### src/rtl/bpp_pkg.sv
package bpp_pkg;
  // Width of one operand byte and of one byte product.
  localparam int unsigned BYTE_W = 8;
  localparam int unsigned PP_W   = 2 * BYTE_W;

  typedef logic [BYTE_W-1:0] byte_t;
  typedef logic [PP_W-1:0]   pp_t;
endpackage

### src/rtl/bpp_sched.sv
// Walks the byte pairs (i outer, j inner), one pair per cycle.
module bpp_sched #(
  parameter int unsigned NB = 2
) (
  input  logic                  clk,
  input  logic                  rst_n,
  input  logic                  go,
  output logic                  run,
  output logic [$clog2(NB)-1:0] idx_a,
  output logic [$clog2(NB)-1:0] idx_b,
  output logic                  last
);
  localparam int unsigned IW = $clog2(NB);
  localparam logic [IW-1:0] TOP = IW'(NB - 1);

  logic          run_q, run_d;
  logic [IW-1:0] ia_q, ia_d, ib_q, ib_d;

  always_comb begin
    run_d = run_q;
    ia_d  = ia_q;
    ib_d  = ib_q;
    if (go) begin
      run_d = 1'b1;
      ia_d  = '0;
      ib_d  = '0;
    end else if (run_q) begin
      if (ib_q == TOP) begin
        ib_d = '0;
        if (ia_q == TOP) begin
          run_d = 1'b0;
        end else begin
          ia_d = ia_q + 1'b1;
        end
      end else begin
        ib_d = ib_q + 1'b1;
      end
    end
  end

  always_ff @(posedge clk or negedge rst_n) begin
    if (!rst_n) begin
      run_q <= 1'b0;
      ia_q  <= '0;
      ib_q  <= '0;
    end else begin
      run_q <= run_d;
      ia_q  <= ia_d;
      ib_q  <= ib_d;
    end
  end

  assign run   = run_q;
  assign idx_a = ia_q;
  assign idx_b = ib_q;
  assign last  = run_q && (ia_q == TOP) && (ib_q == TOP);
endmodule

### src/rtl/bpp_mul8.sv
// The single shared 8x8 unsigned multiplier.
module bpp_mul8
  import bpp_pkg::*;
(
  input  byte_t x,
  input  byte_t y,
  output pp_t   p
);
  always_comb begin
    p = pp_t'(x) * pp_t'(y);
  end
endmodule

### src/rtl/bpp_accum.sv
// Wide accumulator: adds one byte product at a byte offset, full-width carry.
module bpp_accum
  import bpp_pkg::*;
#(
  parameter int unsigned NB = 2
) (
  input  logic                           clk,
  input  logic                           rst_n,
  input  logic                           clr,
  input  logic                           en,
  input  pp_t                            pp,
  input  logic [$clog2(2*NB-1)-1:0]      off,
  output logic [2*NB*BYTE_W-1:0]         acc,
  output logic                           carry
);
  localparam int unsigned PW = 2 * NB * BYTE_W;
  localparam int unsigned OW = $clog2(2*NB-1);

  logic [PW-1:0] acc_q, acc_d;
  logic [PW:0]   addend;
  logic [PW:0]   sum;

  always_comb begin
    addend = {{(PW + 1 - PP_W){1'b0}}, pp} << {off, 3'b000};
    sum    = {1'b0, acc_q} + addend;
    acc_d  = acc_q;
    if (clr) begin
      acc_d = '0;
    end else if (en) begin
      acc_d = sum[PW-1:0];
    end
  end

  always_ff @(posedge clk or negedge rst_n) begin
    if (!rst_n) begin
      acc_q <= '0;
    end else begin
      acc_q <= acc_d;
    end
  end

  assign acc   = acc_q;
  assign carry = en && sum[PW];

  logic unused_ok;
  assign unused_ok = ^OW;
endmodule

### src/rtl/bpp_mult.sv
module bpp_mult
  import bpp_pkg::*;
#(
  parameter int unsigned NB = 2  // operand bytes: 2 or 3
) (
  input  logic                   clk,
  input  logic                   rst_n,
  input  logic                   start,
  input  logic [8*NB-1:0]        opa,
  input  logic [8*NB-1:0]        opb,
  output logic                   busy,
  output logic                   done,
  output logic [16*NB-1:0]       product
);
  localparam int unsigned W  = NB * BYTE_W;
  localparam int unsigned PW = 2 * W;
  localparam int unsigned IW = $clog2(NB);
  localparam int unsigned OW = $clog2(2*NB-1);

  // Reset: asserted asynchronously, released through two flops.
  logic rst_meta, rst_q_n;
  always_ff @(posedge clk or negedge rst_n) begin
    if (!rst_n) begin
      rst_meta <= 1'b0;
      rst_q_n  <= 1'b0;
    end else begin
      rst_meta <= 1'b1;
      rst_q_n  <= rst_meta;
    end
  end

  logic          run, last, go;
  logic [IW-1:0] ia, ib;
  logic [OW-1:0] off;
  logic [W-1:0]  a_q, a_d, b_q, b_d;
  logic          done_q, done_d;
  byte_t         x_sel, y_sel;
  pp_t           pp;
  logic          acc_carry;

  // A new operation is taken only when idle.
  assign go = start && !run;

  bpp_sched #(.NB(NB)) sched_i (
    .clk  (clk),
    .rst_n(rst_q_n),
    .go   (go),
    .run  (run),
    .idx_a(ia),
    .idx_b(ib),
    .last (last)
  );

  // Byte views of the captured operands.
  byte_t a_byte [NB];
  byte_t b_byte [NB];
  for (genvar g = 0; g < NB; g++) begin : g_bytes
    assign a_byte[g] = a_q[BYTE_W*g +: BYTE_W];
    assign b_byte[g] = b_q[BYTE_W*g +: BYTE_W];
  end

  assign x_sel = a_byte[ia];
  assign y_sel = b_byte[ib];
  assign off   = OW'(ia) + OW'(ib);

  bpp_mul8 mul_i (
    .x(x_sel),
    .y(y_sel),
    .p(pp)
  );

  bpp_accum #(.NB(NB)) acc_i (
    .clk  (clk),
    .rst_n(rst_q_n),
    .clr  (go),
    .en   (run),
    .pp   (pp),
    .off  (off),
    .acc  (product),
    .carry(acc_carry)
  );

  // Operand capture and done pulse: next-state logic.
  always_comb begin
    a_d    = a_q;
    b_d    = b_q;
    if (go) begin
      a_d = opa;
      b_d = opb;
    end
    done_d = last;
  end

  always_ff @(posedge clk or negedge rst_q_n) begin
    if (!rst_q_n) begin
      a_q    <= '0;
      b_q    <= '0;
      done_q <= 1'b0;
    end else begin
      a_q    <= a_d;
      b_q    <= b_d;
      done_q <= done_d;
    end
  end

  assign busy = run;
  assign done = done_q;
endmodule

### config.mk
export PLATFORM = sky130hd
export DESIGN_NAME = bpp_mult
export DESIGN_NICKNAME = d
export VERILOG_FILES = /design/src/rtl/bpp_pkg.sv /design/src/rtl/bpp_sched.sv /design/src/rtl/bpp_mul8.sv /design/src/rtl/bpp_accum.sv /design/src/rtl/bpp_mult.sv
export SDC_FILE = /design/constraint.sdc
export NUM_CORES = 1
export LEC_CHECK = 0
export BUFFER_PORTS_ARGS = -buffer_cell sky130_fd_sc_hd__buf_4
export CORE_ASPECT_RATIO = 0.9
export CORE_MARGIN = 8
export CORE_UTILIZATION = 30
export CTS_CLUSTER_DIAMETER = 120
export DETAILED_ROUTE_END_ITERATION = 16
export HOLD_SLACK_MARGIN = 0.03
export PLACE_DENSITY = 0.54
export SYNTH_ARGS = -nofsm -noshare
export SYNTH_HDL_FRONTEND = slang
export SYNTH_SLANG_ARGS = --single-unit
### constraint.sdc
create_clock -name clk -period 2.3 [get_ports clk]
set_input_delay 0.115 -clock clk [delete_from_list [all_inputs] [get_ports clk]]
set_output_delay 0.115 -clock clk [all_outputs]
set_load 0.05 [all_outputs]
==> results of run 1 <==
[synth_stat cells, drive strengths merged, types with 11 or more instances]
| library cell | n |
|---|---|
| dfrtp | 70 |
| ha | 69 |
| a21oi | 41 |
| a22o | 26 |
| xnor2 | 21 |
| mux2 | 34 |
| a21o | 20 |
| clkbuf | 19 |
| nand2 | 32 |
| inv | 61 |
| nor3 | 11 |
| mux2i | 23 |
| o21ai | 26 |
| or2 | 15 |
| nor2 | 90 |
| fa | 37 |
[sequential cells by signal (all words and copies together) (netlist names)]
signal         count
done               1
b_q               16
acc_i.acc         32
sched_i.run        1
a_q               16
rst_meta           1
rst_q_n            1
sched_i.idx_b      1
sched_i.idx_a      1
[worst max-delay path by stage]
stage,end,startpoint,depth (start not counted),slack (ns)
finish,acc_i.acc[25],sched_i.idx_b,28,-4.29
global route,acc_i.acc[30],sched_i.idx_b,32,-4.54
CTS,acc_i.acc[25],sched_i.idx_b,29,-4.24
detailed placement,acc_i.acc[25],sched_i.idx_a,28,-4.38
global placement,acc_i.acc[25],sched_i.idx_a,28,-4.36
floorplan,acc_i.acc[29],sched_i.idx_b,28,-4.13
[layer usage]
| metal | vias to the layer above | wire (µm) | part of all wire, % | track usage (%) |
|---|---|---|---|---|
| li1 | 3099 | - | - | - |
| met3 | 13 | 530 | 2.7 | 2.75 |
| met2 | 82 | 9100 | 47 | 23.4 |
| met1 | 3025 | 9680 | 49 | 19.8 |
| met5 | - | 0 | 0 | 0 |
| met4 | 0 | 258 | 1.3 | 3.86 |
[cell families after synthesis]
group	Yosys count	share of synthesized area, %
AOI/OAI and AO/OA	155	16.7
DFF	70	26.4
buffers and inverters	82	4.64
other	1	0.0566
xor gates and xnor gates	31	4.10
adders and majority gates	106	24.2
muxes	57	9.25
and+or+nand+nor	201	14.7
[area by class of cell]
class / instances / area (µm²) / area share, %
clock inverters: 7 / 81.3 / 0.741
repair buffers: 329 / 2730 / 24.9
clock buffers: 9 / 225 / 2.05
well taps: 291 / 364 / 3.32
flip-flops and latches: 70 / 1750 / 16.0
inverters: 61 / 229 / 2.09
multi-input cells: 551 / 5590 / 51.0
[worst max-delay path: cells and delay by family (launching register included)]
| kind | cells | cell delay (ns) |
|---|---|---|
| adder cells (fa/ha/maj) | 6 | 2.47 |
| AO/OA/AOI/OAI | 12 | 2.14 |
| AND/OR/NAND/NOR | 3 | 0.49 |
| multiplexers | 2 | 0.42 |
| buffers and inverters | 4 | 0.41 |
| flip-flops | 1 | 0.39 |
| XOR/XNOR | 1 | 0.14 |
[metrics by stage]
step                utilization, %  worst slack (ns)  hold WS (ns)  setup TNS, ns  instances
floorplan                        -             -4.13        -0.181         -94.68        703
global placement              42.8             -4.36        -0.101        -105.77       1227
detailed placement            42.8             -4.38        -0.101        -106.62       1227
CTS                           48.9             -4.24        0.0712        -103.44       1304
global route                  50.6             -4.54        0.0782        -111.51       1318
finish                        50.6             -4.29        0.0744        -104.15       1318
[what timing repair did]
item,in CTS,in global routing
buffers inserted,30,17
endpoints found under the hold margin,34,0
gates resized for setup,99,49
setup endpoints to repair,31,31
pin swaps,70,39
hold buffers,33,0
==> out/qor.yml, run 1 <==
floorplan:
  io_pins: 69
  die_x_um: 173
  start_util_pct: 30.6
  fp.dieArea_um2: 27100
  num_rows: 51
  die_h_um: 157
  core_um2: 21700
clock_tree:
  cts.sinks: 70
  htreeDepth: 3
  cts_inserted_buffers: 9
  cts_tree: "done"
  clk_latency_ns: 0.36
  clk_pin_slew_ns: 0.06
  cts.path.max_buffers: 2
  root_buffer: "clkbuf_16"
finish:
  stdcell_area_um2: 11000
  drive_gt1_share_pct: 50.9
  layout-area-overhead-vs-synth_pct: 65.5
  diodes: 0
  n_fill_cell: 2013
  final_nets: 1163
  layout_common_cells: "263 x buf_4, 69 x dfrtp_1, 64 x nor2_1"
  final_common_cell: "buf_4"
detailed_routing:
  drtAntennaViolNets: 0
  viasPerCell: 4.72
  wl_per_cell_um: 14.8
  dr.pass1.iters: 4
  drc: 0
  first_iter_violations: 244
  vias: 6219
  wl_um: 19600
run:
  maxCapViolCount: 0
critical_path:
  cp_common_cell: "fa_1"
  regToRegSetupSlack_ns: -4.29
  worstPathMaxFanout: 7
  worst_r2r_startpoint: "sched_i.idx_b"
  critPathRequiredTime_ns: 2.54
  worst-setup-path-type: "reg -> reg"
  worst_setup_path_start_kind: "flop"
  crit_arrival_ns: 6.82
  critPathCaptureType: "flop"
  rr_worst_depth: 28
  r2r_end: "acc_i.acc[25]"
  cp_slowest_cell: "fa_1"
  cp_slowest_stage_delay_ns: 0.58
logic_synthesis:
  synth_top_cell_by_area: "dfrtp_1"
  syn_inst: 703
  async_flop_share_pct: 100
  synth_seq_area_share_pct: 26.4
  ys_top_cells_by_area: "dfrtp_1 26%, ha_1 13%, fa_1 11%"
  postSynthAreaPerCell_um2: 9.43
  synth_edf_count: 0
  yosysWarnings: 0
  synth_ff_type: "dfrtp_1"
  ys_ff_latch: 70
  synth_top_cell_area_share_pct: 26.4
  synthesis.nets: 844
  synthesis.area_um2: 6630
  synth_cell_types: 61
grt:
  grt_max_degree: 35
  grt_pass1_wl_um: 32500
  grt_pass1_vias: 6544
  grt_usage_pct: 14.6
  grt_overflow: 0
  antenna_found_initial: 0
sta:
  tightestPinTransition_ns: 0.892
  final.period_utilization_pct: 286
  setup_viol: 31
  grt_setup_unrepaired: "yes"
  fin_ws_ns: -4.29
  slew_violations: 0
  hold_viol: 0
  relSlewSlack_pct: 40.5
  fmax_mhz: 152
  clock_skew_ns: 0.00945
  fin_crit_ns: 6.59
status:
  outcome: "finished, violations left"
  failed_checks: "setup timing"
place:
  gp_congestion: 0.803
  place_area_um2: 9290
  portBuffers: 68
  place_hpwl_um: 14800
min_path:
  hp-class: "in -> async"
Power of run 1 is left out: the tool's default activity adds up to more than one toggle a clock period on the data nets, which glitch-free logic cannot reach.
==> run 2: changes to the inputs <==
- SKIP_LAST_GASP: default -> 1
==> out/qor.yml, run 2 (synthesis gave the netlist of run 1 again) <==
floorplan:
  start_util_pct: 30.6
  io_pins: 69
  die_x_um: 173
  core_um2: 21700
  num_rows: 51
  fp.dieArea_um2: 27100
  die_h_um: 157
sta:
  setup_viol: 31
  clock_skew_ns: 0.00916
  slew_violations: 0
  fin_crit_ns: 6.62
  hold_viol: 0
  grt_setup_unrepaired: "yes"
  fmax_mhz: 151
  final.period_utilization_pct: 288
  relSlewSlack_pct: 40.4
  fin_ws_ns: -4.32
  tightestPinTransition_ns: 0.894
critical_path:
  worst-setup-path-type: "reg -> reg"
  cp_slowest_stage_delay_ns: 0.57
  rr_worst_depth: 33
  worst_setup_path_start_kind: "flop"
  critPathCaptureType: "flop"
  cp_common_cell: "buf_4"
  crit_buf_inv: 10
  crit_family: "adder cells"
  cp_slowest_cell: "fa_1"
  critPathRequiredTime_ns: 2.58
  worstPathMaxFanout: 7
  crit_cells: 33
  crit_arrival_ns: 6.90
min_path:
  hp-class: "in -> async"
finish:
  layout_common_cells: "260 x buf_4, 69 x nor2_1, 69 x dfrtp_1"
  final_nets: 1160
  largest_reg_flops: 32
  n_fill_cell: 2025
  final_common_cell: "buf_4"
  drive_gt1_share_pct: 50.1
  diodes: 0
  final_cells: 1315
  layout-area-overhead-vs-synth_pct: 64.7
clock_tree:
  clk_pin_slew_ns: 0.06
  cts_tree: "done"
  htreeDepth: 3
  root_buffer: "clkbuf_16"
  cts_inserted_buffers: 9
  cts.path.max_buffers: 2
  cts.sinks: 70
  clk_latency_ns: 0.35
place:
  place_hpwl_um: 14800
  place_ws_ns: -4.38
  dp_cells: 1227
  gp_congestion: 0.803
  portBuffers: 68
detailed_routing:
  first_iter_violations: 219
  wl_um: 19500
  wl_per_cell_um: 14.8
  dr.pass1.iters: 4
  drc: 0
  vias: 6191
  viasPerCell: 4.71
  drtAntennaViolNets: 0
grt:
  grt_usage_pct: 14.5
  antenna_found_initial: 0
  grt_overflow: 0
  grt_max_degree: 35
  grt_pass1_vias: 6526
  grt_pass1_wl_um: 32400
status:
  failed_checks: "setup timing"
  outcome: "finished, violations left"
run:
  maxCapViolCount: 0
-- run 2: cell types whose count changed in the layout (fill, tap and decap cells not counted), sizes merged --
cell | before | now
buf | 296 | 293
-- run 2: worst register-to-register path, delay by kind of cell, from the launching register on --
kind / cells / cell delay [ns]
simple gates: 8 / 0.88
compound gates: 7 / 1.04
fa+ha+maj: 6 / 2.56
buf+inv: 10 / 1.18
mux: 1 / 0.32
xor+xnor: 1 / 0.19
flops: 1 / 0.39
-- run 2: layer usage --
metal  GRT usage (%)  up-vias  wire, µm
li1                -     3092         -
met1            19.8     3019      9720
met2            23.3       67      9090
met4            3.86        0       245
met3            2.75       13       462
met5               0        -         0
-- run 2: path summary, 6_finish.rpt --
| path | endpoint | startpoint | slack [ns] |
|---|---|---|---|
| setup / recovery | acc_i.acc[30] | sched_i.idx_b | -4.32 |
| hold / removal | rst_q_n | rst_n | 0.08 |
| setup reg to reg | acc_i.acc[30] | sched_i.idx_b | -4.32 |
| hold reg to reg | acc_i.acc[31] | rst_q_n | 0.33 |
| max in group asynchronous | acc_i.acc[6] | rst_q_n | 1.33 |
| min in group clk | sched_i.idx_a | start | 0.34 |
-- run 2: what timing repair did --
action	4_1_cts	5_1_grt
pin swaps	70	42
hold endpoints to repair	34	0
hold buffers	33	0
buffers inserted	30	14
gates resized for setup	92	48
setup endpoints to repair	31	31
-- run 2: stage by stage --
step                hold WS (ns)  instance area [µm²]  utilization, %  setup TNS [ns]
finish                    0.0777                10900            50.3         -105.18
global route              0.0782                10900            50.3         -112.56
CTS                       0.0712                10600            48.8         -103.57
detailed placement        -0.101                 9290            42.8         -106.62
global placement          -0.101                 9290            42.8         -105.77
floorplan                 -0.181                 7080               -          -94.68
-- run 2: cell type report --
| cell class | count | area [µm²] | share of cell area, % |
|---|---|---|---|
| Inverter | 61 | 229 | 2.10 |
| Sequential cell | 70 | 1750 | 16.0 |
| Clock buffer | 9 | 225 | 2.06 |
| Clock inverter | 7 | 81.3 | 0.745 |
| Multi-Input combinational cell | 551 | 5570 | 51.0 |
| Timing Repair Buffer | 326 | 2700 | 24.7 |
| Tap cell | 291 | 364 | 3.33 |
Power of run 2 is left out for the same reason.
==> run 3: changes to the inputs <==
- CORE_UTILIZATION: 30 -> 45
- CTS_BUF_LIST: default -> sky130_fd_sc_hd__clkbuf_16
- PLACE_DENSITY: 0.54 -> 0.72
==> out/qor.yml, run 3 (synthesis gave the netlist of run 1 again) <==
floorplan:
  num_rows: 42
  core_um2: 14600
  io_pins: 69
  start_util_pct: 45.5
  fp.dieArea_um2: 18900
  die_h_um: 131
  die_x_um: 144
detailed_routing:
  routed.top_layer: "met4"
  wl_per_cell_um: 17.2
  wl_met1_um: 8900
  wl_um: 20800
  viasPerCell: 5.42
  drtAntennaViolNets: 0
  dr.pass1.iters: 4
  vias: 6550
  wl_met3_um: 930
  met2_length_um: 10500
  first_iter_violations: 314
  drc: 0
grt:
  grt_overflow: 0
  grt_pass1_wl_um: 33100
  antenna_found_initial: 0
  grt_usage_pct: 21.6
  grt_max_degree: 42
  grt_pass1_vias: 6805
sta:
  setup_viol: 31
  tightestPinTransition_ns: 0.852
  fin_ws_ns: -4.41
  fin_crit_ns: 6.71
  fmax_mhz: 149
  final.period_utilization_pct: 292
  clock_skew_ns: 0.00810
  hold_viol: 0
  slew_violations: 0
  grt_setup_unrepaired: "yes"
  relSlewSlack_pct: 43.2
finish:
  final_core_utilization_pct: 72.9
  layout_common_cells: "248 x buf_4, 69 x dfrtp_1, 66 x nor2_1"
  final_nets: 1146
  final_common_cell: "buf_4"
  largest_reg_flops: 32
  layout-area-overhead-vs-synth_pct: 60.1
  diodes: 0
  drive_gt1_share_pct: 49.7
  multi_input_area_um2: 5500
  n_fill_cell: 995
  regArea_um2: 1750
critical_path:
  worstPathMaxFanout: 5
  crit_buf_inv: 6
  crit_arrival_ns: 6.96
  worst_setup_path_start_kind: "flop"
  cp_slowest_cell: "fa_1"
  crit_family: "adder cells"
  cp_common_cell: "fa_1"
  critPathCaptureType: "flop"
  cp_slowest_stage_delay_ns: 0.50
  worst-setup-path-type: "reg -> reg"
  critPathRequiredTime_ns: 2.55
clock_tree:
  cts_inserted_buffers: 9
  root_buffer: "clkbuf_16"
  clk_latency_ns: 0.36
  htreeDepth: 3
  cts.sinks: 70
  cts_tree: "done"
  clk_pin_slew_ns: 0.07
  cts.path.max_buffers: 2
min_path:
  hp-class: "in -> async"
status:
  failed_checks: "setup timing"
  outcome: "finished, violations left"
place:
  gp_congestion: 0.922
  portBuffers: 68
  place_hpwl_um: 14300
run:
  maxCapViolCount: 0
==> run 3: cell types whose count changed in the layout (fill, tap and decap cells not counted), moves of 4 or more <==
cell / delta
buf_4: -12
a21oi_2: +5
nor2_2: +5
inv_8: +4
xnor2_1: +4
xnor2_2: -4
==> run 3: cell type report <==
type                       count  area share [%]
clock inverter                 7           0.660
clock buffer                   9            2.12
timing repair buffer         312            24.4
sequential                    70            16.5
inverter                      61            2.18
multi-input combinational    551            51.8
tap                          198            2.33
==> run 3: stage by stage <==
| step | hold slack (ns) | instance area [µm²] | worst slack (ns) | setup TNS, ns | instances |
|---|---|---|---|---|---|
| detailed placement | -0.100 | 9050 | -4.36 | -106.75 | 1119 |
| global route | 0.0575 | 10600 | -4.65 | -114.43 | 1208 |
| floorplan | -0.181 | 7080 | -4.13 | -94.68 | 703 |
| CTS | 0.0595 | 10300 | -4.25 | -104.81 | 1198 |
| finish | 0.0652 | 10600 | -4.41 | -107.73 | 1208 |
| global placement | -0.102 | 9050 | -4.25 | -103.93 | 1119 |
==> run 3: repair_timing <==
item / CTS / global route
hold endpoints to repair: 34 / 0
hold buffers: 33 / 0
buffers inserted: 34 / 13
resized for setup: 89 / 47
endpoints found under the setup margin: 31 / 31
pin swaps: 52 / 46
==> run 3: final timing paths <==
check	startpoint	to	slack [ns]	cells past startpoint
max reg2reg	sched_i.idx_a	acc_i.acc[29]	-4.41	29
max	sched_i.idx_a	acc_i.acc[29]	-4.41	29
min	rst_n	rst_meta	0.07	2
min in group clk	start	acc_i.acc[30]	0.34	5
min reg2reg	rst_meta	rst_q_n	0.36	0
max in group asynchronous	rst_q_n	a_q[4]	1.24	1
==> run 3: routing by layer <==
| metal | up-vias | GRT usage [%] |
|---|---|---|
| met4 | 0 | 5.90 |
| met1 | 3281 | 27.3 |
| li1 | 3057 | - |
| met2 | 168 | 36.6 |
| met5 | - | 0 |
| met3 | 44 | 4.20 |
Power of run 3 is left out for the same reason.
